--- config.mk ---
export PLATFORM = sky130hd
export DESIGN_NAME = trap_entry_unit
export DESIGN_NICKNAME = d
export VERILOG_FILES = /design/src/rtl/trap_pkg.sv /design/src/rtl/trap_cause_resolve.sv /design/src/rtl/trap_deleg_select.sv /design/src/rtl/trap_status_update.sv /design/src/rtl/trap_entry_unit.sv
export SDC_FILE = /design/constraint.sdc
export NUM_CORES = 1
export LEC_CHECK = 0
export ABC_AREA = 1
export BUFFER_PORTS_ARGS = -buffer_cell sky130_fd_sc_hd__buf_2
export CAP_MARGIN = 15
export CORE_AREA = 3 3 193 195
export CTS_BUF_LIST = sky130_fd_sc_hd__clkbuf_4
export DETAILED_ROUTE_END_ITERATION = 10
export DIE_AREA = 0 0 196 198
export GPL_ROUTABILITY_DRIVEN = 0
export PLACE_DENSITY = 0.51
export REMOVE_ABC_BUFFERS = 1
export SLEW_MARGIN = 30
export SYNTH_ARGS = -nofsm -noshare
export SYNTH_HDL_FRONTEND = slang
export SYNTH_SLANG_ARGS = --single-unit
--- constraint.sdc ---
create_clock -name clk -period 0.9 [get_ports clk]
set_input_delay 0.18 -clock clk [delete_from_list [all_inputs] [get_ports clk]]
set_output_delay 0.18 -clock clk [all_outputs]
set_load 0.005 [all_outputs]
--- src/rtl/trap_pkg.sv ---
package trap_pkg;

  typedef enum logic [1:0] {
    PRIV_U   = 2'd0,
    PRIV_S   = 2'd1,
    PRIV_RSV = 2'd2,
    PRIV_M   = 2'd3
  } priv_e;

  typedef enum logic [1:0] {
    KIND_CODE  = 2'd0,
    KIND_XLATE = 2'd1,
    KIND_MISAL = 2'd2,
    KIND_ALT   = 2'd3
  } kind_e;

  localparam logic [1:0] ACC_FETCH = 2'd0;
  localparam logic [1:0] ACC_LOAD  = 2'd1;

  // status word bit positions (decoded by the CSR file and return logic)
  localparam int ST_SIE  = 1;
  localparam int ST_MIE  = 3;
  localparam int ST_SPIE = 5;
  localparam int ST_MPIE = 7;
  localparam int ST_SPP  = 8;
  localparam int ST_MPP  = 11;

  localparam logic [4:0] C_ECALL_U = 5'd8;
  localparam logic [4:0] C_ECALL_S = 5'd9;
  localparam logic [4:0] C_ECALL_M = 5'd11;

  // set of synchronous causes that carry an address
  localparam logic [15:0] ADDR_CAUSES = 16'b1011_0000_1111_0011;

  function automatic logic [4:0] ecall_for(input logic [1:0] priv);
    case (priv)
      PRIV_U:  return C_ECALL_U;
      PRIV_S:  return C_ECALL_S;
      default: return C_ECALL_M;
    endcase
  endfunction

  function automatic logic [4:0] xlate_cause(input logic [1:0] acc, input logic paged);
    case (acc)
      ACC_FETCH: return paged ? 5'd12 : 5'd1;
      ACC_LOAD:  return paged ? 5'd13 : 5'd5;
      default:   return paged ? 5'd15 : 5'd7;
    endcase
  endfunction

  function automatic logic [4:0] misal_cause(input logic [1:0] acc);
    case (acc)
      ACC_FETCH: return 5'd0;
      ACC_LOAD:  return 5'd4;
      default:   return 5'd6;
    endcase
  endfunction

endpackage

--- src/rtl/trap_cause_resolve.sv ---
module trap_cause_resolve
  import trap_pkg::*;
#(
  parameter int CODE_W = 5
) (
  input  logic [1:0]        kind,
  input  logic              irq,
  input  logic [CODE_W-1:0] code,
  input  logic [1:0]        acc,
  input  logic              xlate_on,
  input  logic [1:0]        cur_priv,
  output logic [CODE_W-1:0] cause_num,
  output logic              is_irq,
  output logic              tval_wr
);
  localparam int PADW = CODE_W - 5;

  logic [4:0] small_cause;

  always_comb begin
    is_irq      = 1'b0;
    small_cause = 5'd0;
    cause_num   = code;
    case (kind)
      KIND_XLATE: begin
        small_cause = xlate_cause(acc, xlate_on);
        cause_num   = {{PADW{1'b0}}, small_cause};
      end
      KIND_MISAL: begin
        small_cause = misal_cause(acc);
        cause_num   = {{PADW{1'b0}}, small_cause};
      end
      default: begin
        is_irq = irq;
        if (!irq && code == CODE_W'(C_ECALL_U))
          cause_num = {{PADW{1'b0}}, ecall_for(cur_priv)};
      end
    endcase
  end

  always_comb begin
    tval_wr = 1'b0;
    if (!is_irq && cause_num < CODE_W'(16))
      tval_wr = ADDR_CAUSES[cause_num[3:0]];
  end

endmodule

--- src/rtl/trap_deleg_select.sv ---
module trap_deleg_select
  import trap_pkg::*;
#(
  parameter int XLEN   = 32,
  parameter int CODE_W = 5
) (
  input  logic [1:0]        cur_priv,
  input  logic              is_irq,
  input  logic [CODE_W-1:0] cause_num,
  input  logic [XLEN-1:0]   medeleg,
  input  logic [XLEN-1:0]   mideleg,
  output logic              to_s
);
  logic [XLEN-1:0] mask;
  logic            low_priv;

  assign mask     = is_irq ? mideleg : medeleg;
  assign low_priv = (cur_priv == PRIV_U) || (cur_priv == PRIV_S);
  assign to_s     = low_priv && mask[cause_num];

endmodule

--- src/rtl/trap_status_update.sv ---
module trap_status_update
  import trap_pkg::*;
#(
  parameter int XLEN = 32
) (
  input  logic [XLEN-1:0] status_in,
  input  logic [1:0]      cur_priv,
  input  logic            to_s,
  output logic [XLEN-1:0] status_nx
);
  logic cur_ie;

  assign cur_ie = status_in[cur_priv];

  always_comb begin
    status_nx = status_in;
    if (to_s) begin
      status_nx[ST_SPIE] = cur_ie;
      status_nx[ST_SPP]  = cur_priv[0];
      status_nx[ST_SIE]  = 1'b0;
    end else begin
      status_nx[ST_MPIE]           = cur_ie;
      status_nx[ST_MPP+1:ST_MPP]   = cur_priv;
      status_nx[ST_MIE]            = 1'b0;
    end
  end

endmodule

--- src/rtl/trap_entry_unit.sv ---
module trap_entry_unit
  import trap_pkg::*;
#(
  parameter int              XLEN     = 32,
  parameter logic [XLEN-1:0] RESET_PC = '0
) (
  input  logic                     clk,
  input  logic                     rst_n,
  input  logic                     trap_req,
  input  logic [1:0]               trap_kind,
  input  logic                     trap_irq,
  input  logic [$clog2(XLEN)-1:0]  trap_code,
  input  logic [1:0]               trap_acc,
  input  logic                     xlate_on,
  input  logic [XLEN-1:0]          trap_addr,
  input  logic [XLEN-1:0]          cur_pc,
  input  logic [1:0]               cur_priv,
  input  logic [XLEN-1:0]          mstatus_in,
  input  logic [XLEN-1:0]          medeleg,
  input  logic [XLEN-1:0]          mideleg,
  input  logic [XLEN-1:0]          mtvec,
  input  logic [XLEN-1:0]          stvec,
  output logic [XLEN-1:0]          pc_q,
  output logic [1:0]               priv_q,
  output logic [XLEN-1:0]          mepc_q,
  output logic [XLEN-1:0]          sepc_q,
  output logic [XLEN-1:0]          mcause_q,
  output logic [XLEN-1:0]          scause_q,
  output logic [XLEN-1:0]          mtval_q,
  output logic [XLEN-1:0]          stval_q,
  output logic [XLEN-1:0]          mstatus_q
);
  localparam int CODE_W = $clog2(XLEN);
  localparam int GAP_W  = XLEN - 1 - CODE_W;

  logic [CODE_W-1:0] cause_num;
  logic              is_irq;
  logic              tval_wr;
  logic              to_s;
  logic [XLEN-1:0]   status_nx;
  logic [XLEN-1:0]   cause_full;
  logic [XLEN-1:0]   target_pc;

  trap_cause_resolve #(.CODE_W(CODE_W)) u_cause (
    .kind      (trap_kind),
    .irq       (trap_irq),
    .code      (trap_code),
    .acc       (trap_acc),
    .xlate_on  (xlate_on),
    .cur_priv  (cur_priv),
    .cause_num (cause_num),
    .is_irq    (is_irq),
    .tval_wr   (tval_wr)
  );

  trap_deleg_select #(.XLEN(XLEN), .CODE_W(CODE_W)) u_deleg (
    .cur_priv  (cur_priv),
    .is_irq    (is_irq),
    .cause_num (cause_num),
    .medeleg   (medeleg),
    .mideleg   (mideleg),
    .to_s      (to_s)
  );

  trap_status_update #(.XLEN(XLEN)) u_status (
    .status_in (mstatus_in),
    .cur_priv  (cur_priv),
    .to_s      (to_s),
    .status_nx (status_nx)
  );

  assign cause_full = {is_irq, {GAP_W{1'b0}}, cause_num};
  assign target_pc  = {(to_s ? stvec[XLEN-1:2] : mtvec[XLEN-1:2]), 2'b00};

  always_ff @(posedge clk or negedge rst_n) begin
    if (!rst_n) begin
      pc_q      <= RESET_PC;
      priv_q    <= PRIV_M;
      mepc_q    <= '0;
      sepc_q    <= '0;
      mcause_q  <= '0;
      scause_q  <= '0;
      mtval_q   <= '0;
      stval_q   <= '0;
      mstatus_q <= '0;
    end else if (trap_req) begin
      pc_q      <= target_pc;
      mstatus_q <= status_nx;
      if (to_s) begin
        priv_q   <= PRIV_S;
        sepc_q   <= cur_pc;
        scause_q <= cause_full;
        if (tval_wr) stval_q <= trap_addr;
      end else begin
        priv_q   <= PRIV_M;
        mepc_q   <= cur_pc;
        mcause_q <= cause_full;
        if (tval_wr) mtval_q <= trap_addr;
      end
    end
  end

endmodule

==> reports/results.ini, run 1 <==
[status]
status=complete, but fails checks
violations=negative setup slack

[clock_network]
clock-sinks=203
worstSkewPairLatency_ps=660
ctsHtreeMaxLevel=2
root_buffer=clkbuf_4
cts_made_buffers=56
cts_tree=yes
clk_pin_slew_ps=60
cts_buffer_depth=3

[synthesis]
synth_largest_area_cell=dfrtp_1
synth-seq-area-share_pct=52.0
post_synth.cell_area_avg_sq_um=8.26
yosysWarnings=0
synthTopCellsByArea=dfrtp_1 (52%), nand2_1 (19%), nand3_1 (7.1%), nand4_1 (6.5%), buf_4 (5.1%)
ys_types=27
postSynthCellCount=1183
ys_seq_elements=203
syn_area_sq_mm=0.00977
synth_top_area_share_pct=51.7

[power_and_ir_drop]
switchingPower_w=0.0121
p_per_area_mw_per_mm2=2070
p_sw_share_pct=33.4
total_power_w=0.0361
p_comb_share_pct=39.3
p_clk_share_pct=23.8
power_frac_seq_pct=37.0
p_leak_nw=9.58
ir_drop_mv=1.21
intPower_w=0.0241

[floorplanning]
ios=498
fp.coreArea_sq_mm=0.0356
dieArea_sq_mm=0.0388
start_util_pct=27.5
die_w_um=196
row_count=69
die-height_um=198

[sta]
setup_slack_ps=-978
setup_viol=568
fin_skew_ps=0
maxSlewHeadroom_pct=49.2
tightest_slew_ps=759
period_share_pct=209
fin_tns_setup_ps=-284370
finalMaxSlewViolations=0
finalCriticalPeriod_ps=1880
fmax_ghz=0.532
rsz0062_at_grt=yes
hold_viol_final=0

[global_route]
grt_max_degree=51
grt_pass1_wl_um=66100
track_usage_pct=21.3
met3_usage_pct=4.12
antenna_found_initial=2
gr-total-overflow=0
met2_usage_pct=36.5
top_usage_layer=met2
grtUsageMet1_pct=26.7
first_global_vias=12000

[setup_path]
path_class=input port to flop
cp.arrival_ps=2480
cp-start-kind=input port
rr_endpoint=priv_q[1]
rrSetupSlack_ps=120
worst_setup_path_end_kind=flop
cp_max_fo=8
r2r_cells=3
r2r_start=priv_q[1]
crit_required_ps=1500

[route]
antenna_left=0
drt_iter0_drc=490
vias=11400
viasPerCell=4.55
routed_wl_um=42600
drt_first_pass_iters=5
drcViolationCount=0
wl_per_cell_um=17.0

[final_layout]
layout-drive-gt1-share_pct=40.0
finalNetCount=2244
area_delta_synth_final_pct=79.1
layout_common_cells=nand2_1 (465), buf_2 (426), dfrtp_1 (202)
final_common_cell=nand2_1

[run]
maxCapViolCount=0

[worst_hold_path]
worstHoldPathType=input port to flop
min_to=pc_q[30]
hold_depth=6
worstHoldStart=cur_priv[1]

[place]
port_buffers=438
post-dp-hpwl_um=27600

==> repair_timing <==
action / CTS / global route
endpoints found under the hold margin: 395 / 12
resized for setup: 112 / 22
pin swaps: 21 / 12
hold buffers: 177 / 2
endpoints found under the setup margin: 381 / 516
cloned: 25 / 2
buffers inserted: 85 / 5
==> metrics by stage <==
stage	cells	setup WS, ps	instance area (sq um)	hold slack, ps	util [%]
6_report	2503	-978	17500	81.0	49.2
5_1_grt	2502	-1060	17500	20.8	49.2
4_1_cts	2491	-872	17300	-148	48.7
3_5_place_dp	2111	-1770	13100	50.9	36.9
3_3_place_gp	2111	-1740	13100	50.6	36.9
2_1_floorplan	1100	-4830	9110	-116	-
==> power groups by stage <==
stage / Sequential (W) / Combinational [W] / Clock (W)
6_report: 0.0134 / 0.0142 / 0.00859
5_1_grt: 0.0137 / 0.0156 / 0.00948
4_1_cts: 0.0133 / 0.0141 / 0.00895
3_5_place_dp: 0.0135 / 0.0103 / 0
3_3_place_gp: 0.0134 / 0.0101 / 0
2_1_floorplan: 0.0136 / 0.00355 / 0
==> worst max path at each step <==
stage / from / cells past startpoint / to
floorplan: trap_kind[0] / 15 / mstatus_q[12]
global placement: trap_kind[0] / 19 / stval_q[7]
detailed placement: trap_kind[0] / 19 / stval_q[8]
CTS: trap_kind[0] / 22 / mtval_q[9]
global route: trap_kind[0] / 21 / mtval_q[29]
finish: trap_kind[1] / 20 / mtval_q[29]
==> worst max-delay path, cell delays in order <==
cell       delay, ps
buf_6            100
ha_4             290
nand2_8          100
buf_12           150
or2_2            260
o21ai_1           70
inv_1             50
nand3_1           60
nand3_1           60
nand3_1           90
nand3_1           80
nand2_1           70
nand2_2           70
nand3_4           80
buf_12           110
buf_8            100
nand3_4          110
bufbuf_16        300
nand2_1           60
nand2_1           70
==> cells by family (layout without fill, tap and decap cells) <==
group | after synthesis | after routing | share of synthesized area, %
compound gates | 31 | 31 | 1.73
fa+ha+maj | 2 | 2 | 0.256
buf+inv | 164 | 966 | 9.84
other cells | 2 | 58 | 0.0769
flops | 203 | 203 | 52.0
simple gates | 772 | 773 | 35.2
mux | 9 | 9 | 0.922
==> cell type report <==
cell class,count,area [sq um]
Clock buffer,87,653
Clock inverter,8,61.3
Timing Repair Buffer,843,6840
Antenna cell,3,7.51
Fill cell,3429,18100
Inverter,28,118
Multi-Input combinational cell,870,4150
Tap cell,461,577
Sequential cell,203,5080
==> state kept, by name, summed over array words and instances, names as in the netlist, 6 cells and up <==
| name | count |
|---|---|
| mcause_q | 6 |
| scause_q | 6 |
| sepc_q | 32 |
| pc_q | 30 |
| mtval_q | 32 |
| stval_q | 32 |
| mepc_q | 32 |
| mstatus_q | 32 |
==> synthesized netlist by cell type (all sizes together) <==
| cell | instances |
|---|---|
| buf | 104 |
| dfstp | 1 |
| conb | 2 |
| nand3b | 9 |
| or2 | 13 |
| nand4 | 101 |
| nand3 | 140 |
| inv | 28 |
| clkbuf | 32 |
| nand2 | 496 |
| dfrtp | 202 |
| a21oi | 1 |
| ha | 2 |
| o22ai | 2 |
| o21ai | 28 |
| mux2i | 9 |
| nor2 | 13 |
==> routing by layer <==
metal / share of wire [%] / vias up
met4: 3.4 / 0
met3: 6.9 / 89
met1: 41 / 5326
met2: 49 / 502
li1: - / 5469
met5: 0 / -
Note: power is estimated with default switching activity, not from simulation.
==> inputs of run 2 (changes only) <==
REMOVE_ABC_BUFFERS = default   (was 1)
==> reports/results.ini, run 2 (synthesis gave the netlist of run 1 again) <==
[global_route]
gr-total-overflow=0
track_usage_pct=19.5
grt_pass1_wl_um=60500
grt_max_degree=41
antenna_found_initial=1
first_global_vias=11000

[clock_network]
clock-sinks=203
worstSkewPairLatency_ps=690
cts_buffer_depth=3
ctsHtreeMaxLevel=2
cts_hold_buf=165
cts_tree=yes
root_buffer=clkbuf_4
clk_pin_slew_ps=60
cts_made_buffers=57

[place]
dpl-instance-area_sq_mm=0.0130
placed_cells_incl_taps=2099
post-dp-hpwl_um=27200
port_buffers=438

[sta]
fmax_ghz=0.542
finalMaxSlewViolations=0
period_share_pct=205
hold_viol_final=8
finalCriticalPeriod_ps=1850
fin_skew_ps=0
rsz0062_at_grt=yes
hold-worst-slack_ps=-58.5
setup_slack_ps=-947
setup_viol=382

[route]
routed_wl_um=40400
drt_first_pass_iters=6
drt_iter0_drc=480
vias=11000
drcViolationCount=0
viasPerCell=4.58
antenna_left=0
wl_per_cell_um=16.8

[power_and_ir_drop]
total_power_w=0.0342
p_leak_nw=8.96
p_per_area_mw_per_mm2=2070
ir_drop_mv=1.19

[setup_path]
path_class=input port to flop
cp-start-kind=input port
critical_path.cell_chain=buf_6 > ha_4 > buf_6 > inv_8 > nor2_4 > nand2_4 > buf_6 > nand3b_1 > nand3_1 > nand3_1 > nand3_2 > nand2_4 > buf_6 > a21oi_4 > buf_12 > nand3_4 > buf_12 > nand2_2 > nand2_1
crit_required_ps=1450
cp_max_fo=8
worst_setup_path_end_kind=flop
cp_common_cell=buf_6
crit_start=trap_kind[1]
cp_slowest_cell=ha_4
cp.arrival_ps=2400
max_stage_delay_ps=270
r2r_start=pc_q[4]

[floorplanning]
dieArea_sq_mm=0.0388
die_w_um=196
row_count=69
start_util_pct=27.5
die-height_um=198
ios=498
fp.coreArea_sq_mm=0.0356

[status]
violations=negative hold slack, negative setup slack
status=complete, but fails checks

[final_layout]
finalNetCount=2143
fillCellCount=3491
post-route-util_pct=46.6
final_common_cell=nand2_1
design_area_sq_mm=0.0166
area_delta_synth_final_pct=69.6
layout-drive-gt1-share_pct=39.6
fin_cells=2409
layout_common_cells=nand2_1 (440), buf_2 (433), dfrtp_1 (202)

[run]
maxCapViolCount=0

[worst_hold_path]
worstHoldPathType=input port to asynchronous set/reset pin

-- run 2: area by class of cell --
type | count | area [sq um] | share of cell area [%]
multi-input cells | 877 | 4450 | 26.9
well taps | 461 | 577 | 3.48
inverters | 28 | 120 | 0.725
diodes | 1 | 2.50 | 0.0151
repair buffers | 734 | 5580 | 33.7
flip-flops and latches | 203 | 5080 | 30.7
clock inverters | 20 | 113 | 0.680
clock buffers | 85 | 638 | 3.85
-- run 2: stage by stage --
step | setup TNS [ps] | setup WS (ps)
2_1_floorplan | -205060 | -1190
3_3_place_gp | -288580 | -1660
3_5_place_dp | -297630 | -1740
4_1_cts | -251320 | -835
5_1_grt | -280790 | -1000
6_report | -253670 | -947
-- run 2: worst paths after layout --
kind	endpoint	slack (ps)	cells past startpoint
worst min-delay path	stval_q[4]	-60	2
worst min register to register	mtval_q[29]	470	2
max in group asynchronous	stval_q[30]	410	3
worst max register to register	pc_q[4]	170	2
min in group clk	mepc_q[31]	20	4
worst max-delay path	stval_q[26]	-950	19
-- run 2: what timing repair did --
action,CTS,global route
setup endpoints to repair,381,381
cloned,12,8
hold endpoints to repair,394,23
resized for setup,89,66
pin swaps,22,33
buffers inserted,17,7
-- run 2: power by group --
part           switching, W  internal, W  leakage [nW]
Sequential          0.00163       0.0118          2.51
Clock               0.00410      0.00462         0.448
Combinational       0.00624      0.00581          6.00
-- run 2: routing by layer --
layer / track usage, % / share of wire (%) / vias to the layer above
met3: 3.78 / 6.7 / 98
met5: 0 / 0 / -
met1: 24.8 / 42 / 5174
li1: - / - / 5287
met2: 33.2 / 48 / 476
met4: 7.29 / 3.4 / 0
-- run 2: critical path, delay by kind of cell --
family                   cells  cell delay, ps
AND/OR/NAND/NOR             10             880
adder cells (fa/ha/maj)      1             270
buffers and inverters        7             930
AO/OA/AOI/OAI                1             130
==> inputs of run 3 (changes only) <==
clock period = 1.7 ns   (was 0.9 ns; I/O delays follow)
==> reports/results.ini, run 3 (synthesis gave the netlist of run 1 again) <==
[route]
drcViolationCount=0
viasPerCell=4.55
vias=10800
drt_iter0_drc=513
antenna_left=0
drt_first_pass_iters=5
routed_wl_um=40300
wl_per_cell_um=16.9

[sta]
fin_skew_ps=0
hold_viol_final=0
finalMaxSlewViolations=0
fmax_ghz=0.502
finalCriticalPeriod_ps=1990
period_share_pct=117
setup_slack_ps=-293
setup_viol=178
rsz0062_at_grt=yes

[worst_hold_path]
min_to=mstatus_q[11]
worstHoldStart=cur_priv[0]
worstHoldPathType=input port to flop
hold_depth=4

[global_route]
track_usage_pct=19.7
first_global_vias=11300
grt_pass1_wl_um=61300
grt_max_degree=51
antenna_found_initial=3
gr-total-overflow=0

[floorplanning]
row_count=69
start_util_pct=27.5
die_w_um=196
fp.coreArea_sq_mm=0.0356
ios=498
die-height_um=198
dieArea_sq_mm=0.0388

[status]
violations=negative setup slack
status=complete, but fails checks

[setup_path]
path_class=input port to flop
r2r_start=pc_q[16]
cp-start-kind=input port
r2r_cells=2
worst_setup_path_end_kind=flop
crit_required_ps=2280
cp_max_fo=8
crit_start=trap_kind[0]
rr_endpoint=pc_q[16]
cp.arrival_ps=2580
rrSetupSlack_ps=970

[clock_network]
ctsHtreeMaxLevel=2
clk_pin_slew_ps=70
cts_tree=yes
root_buffer=clkbuf_4
cts_buffer_depth=3
clock-sinks=203
worstSkewPairLatency_ps=670
cts_made_buffers=59

[place]
post-dp-hpwl_um=26900
placed_cells_incl_taps=2081
port_buffers=438

[final_layout]
layout-drive-gt1-share_pct=37.3
final_common_cell=nand2_1
finalNetCount=2113
area_delta_synth_final_pct=64.4
fin_cells=2379
layout_common_cells=nand2_1 (460), buf_2 (433), dfrtp_1 (202)

[power_and_ir_drop]
ir_drop_mv=0.655
total_power_w=0.0180
p_per_area_mw_per_mm2=1120
p_leak_nw=8.77

[run]
maxCapViolCount=0

## run 3: worst max-delay path by stage
| stage | endpoint | depth (start not counted) |
|---|---|---|
| 2_1_floorplan | mtval_q[0] | 19 |
| 3_3_place_gp | sepc_q[22] | 19 |
| 3_5_place_dp | mtval_q[17] | 19 |
| 4_1_cts | mtval_q[25] | 19 |
| 5_1_grt | mtval_q[21] | 21 |
| 6_report | mtval_q[21] | 21 |
## run 3: per-stage QoR
| step | util, % | hold WS (ps) | TNS [ps] | cell area (sq um) | worst slack (ps) |
|---|---|---|---|---|---|
| final | 45.1 | 124 | -40900 | 16100 | -293 |
| after floorplan | - | 44.4 | -93260 | 10100 | -572 |
| after global placement | 36.1 | 301 | -191430 | 12800 | -1130 |
| after CTS | 44.3 | 40.4 | -29240 | 15800 | -232 |
| after global routing | 45.1 | 79.2 | -55630 | 16100 | -389 |
| after detailed placement | 36.1 | 294 | -194100 | 12800 | -1150 |
## run 3: area by class of cell
cell class | instances | area, sq um
diodes | 4 | 10.0
clock buffers | 80 | 601
clock inverters | 24 | 151
fillers | 3541 | 19500
inverters | 28 | 118
multi-input cells | 869 | 4190
flip-flops and latches | 203 | 5080
well taps | 461 | 577
repair buffers | 710 | 5330
## run 3: critical path, cell delays in order
cell	delay [ps]
buf_8	90
inv_8	30
ha_4	280
buf_6	110
inv_6	50
nor2_4	90
nand2_4	120
buf_12	160
nand3b_1	70
nand3_1	80
nand3_1	110
nand3_1	100
nand2_2	100
nand2_4	70
nand3_4	110
buf_12	120
nand3_4	100
buf_12	170
buf_16	140
nand2_2	70
nand2_1	60
## run 3: per-layer routing
layer	share of wire (%)	GRT usage [%]	wire length (um)
met3	6.8	4.15	2750
met2	49	34.0	19800
met5	0	0	0
met1	40	24.0	16200
met4	3.5	8.24	1420
## run 3: power by group
| group | leakage (nW) | switching (W) | total [W] | internal [W] |
|---|---|---|---|---|
| registers | 2.51 | 0.000868 | 0.00712 | 0.00626 |
| logic | 5.81 | 0.00321 | 0.00622 | 0.00302 |
| clock network | 0.439 | 0.00214 | 0.00462 | 0.00248 |
| total | 8.77 | 0.00622 | 0.0180 | 0.0117 |
## run 3: repair_timing
item                       in CTS  in global routing
pin swaps                       8                  5
gates resized for setup        47                 44
hold endpoints to repair      391                  0
cloned                          9                  5
setup endpoints to repair     180                180
setup buffers                  15                  5
hold buffers                  157                  0
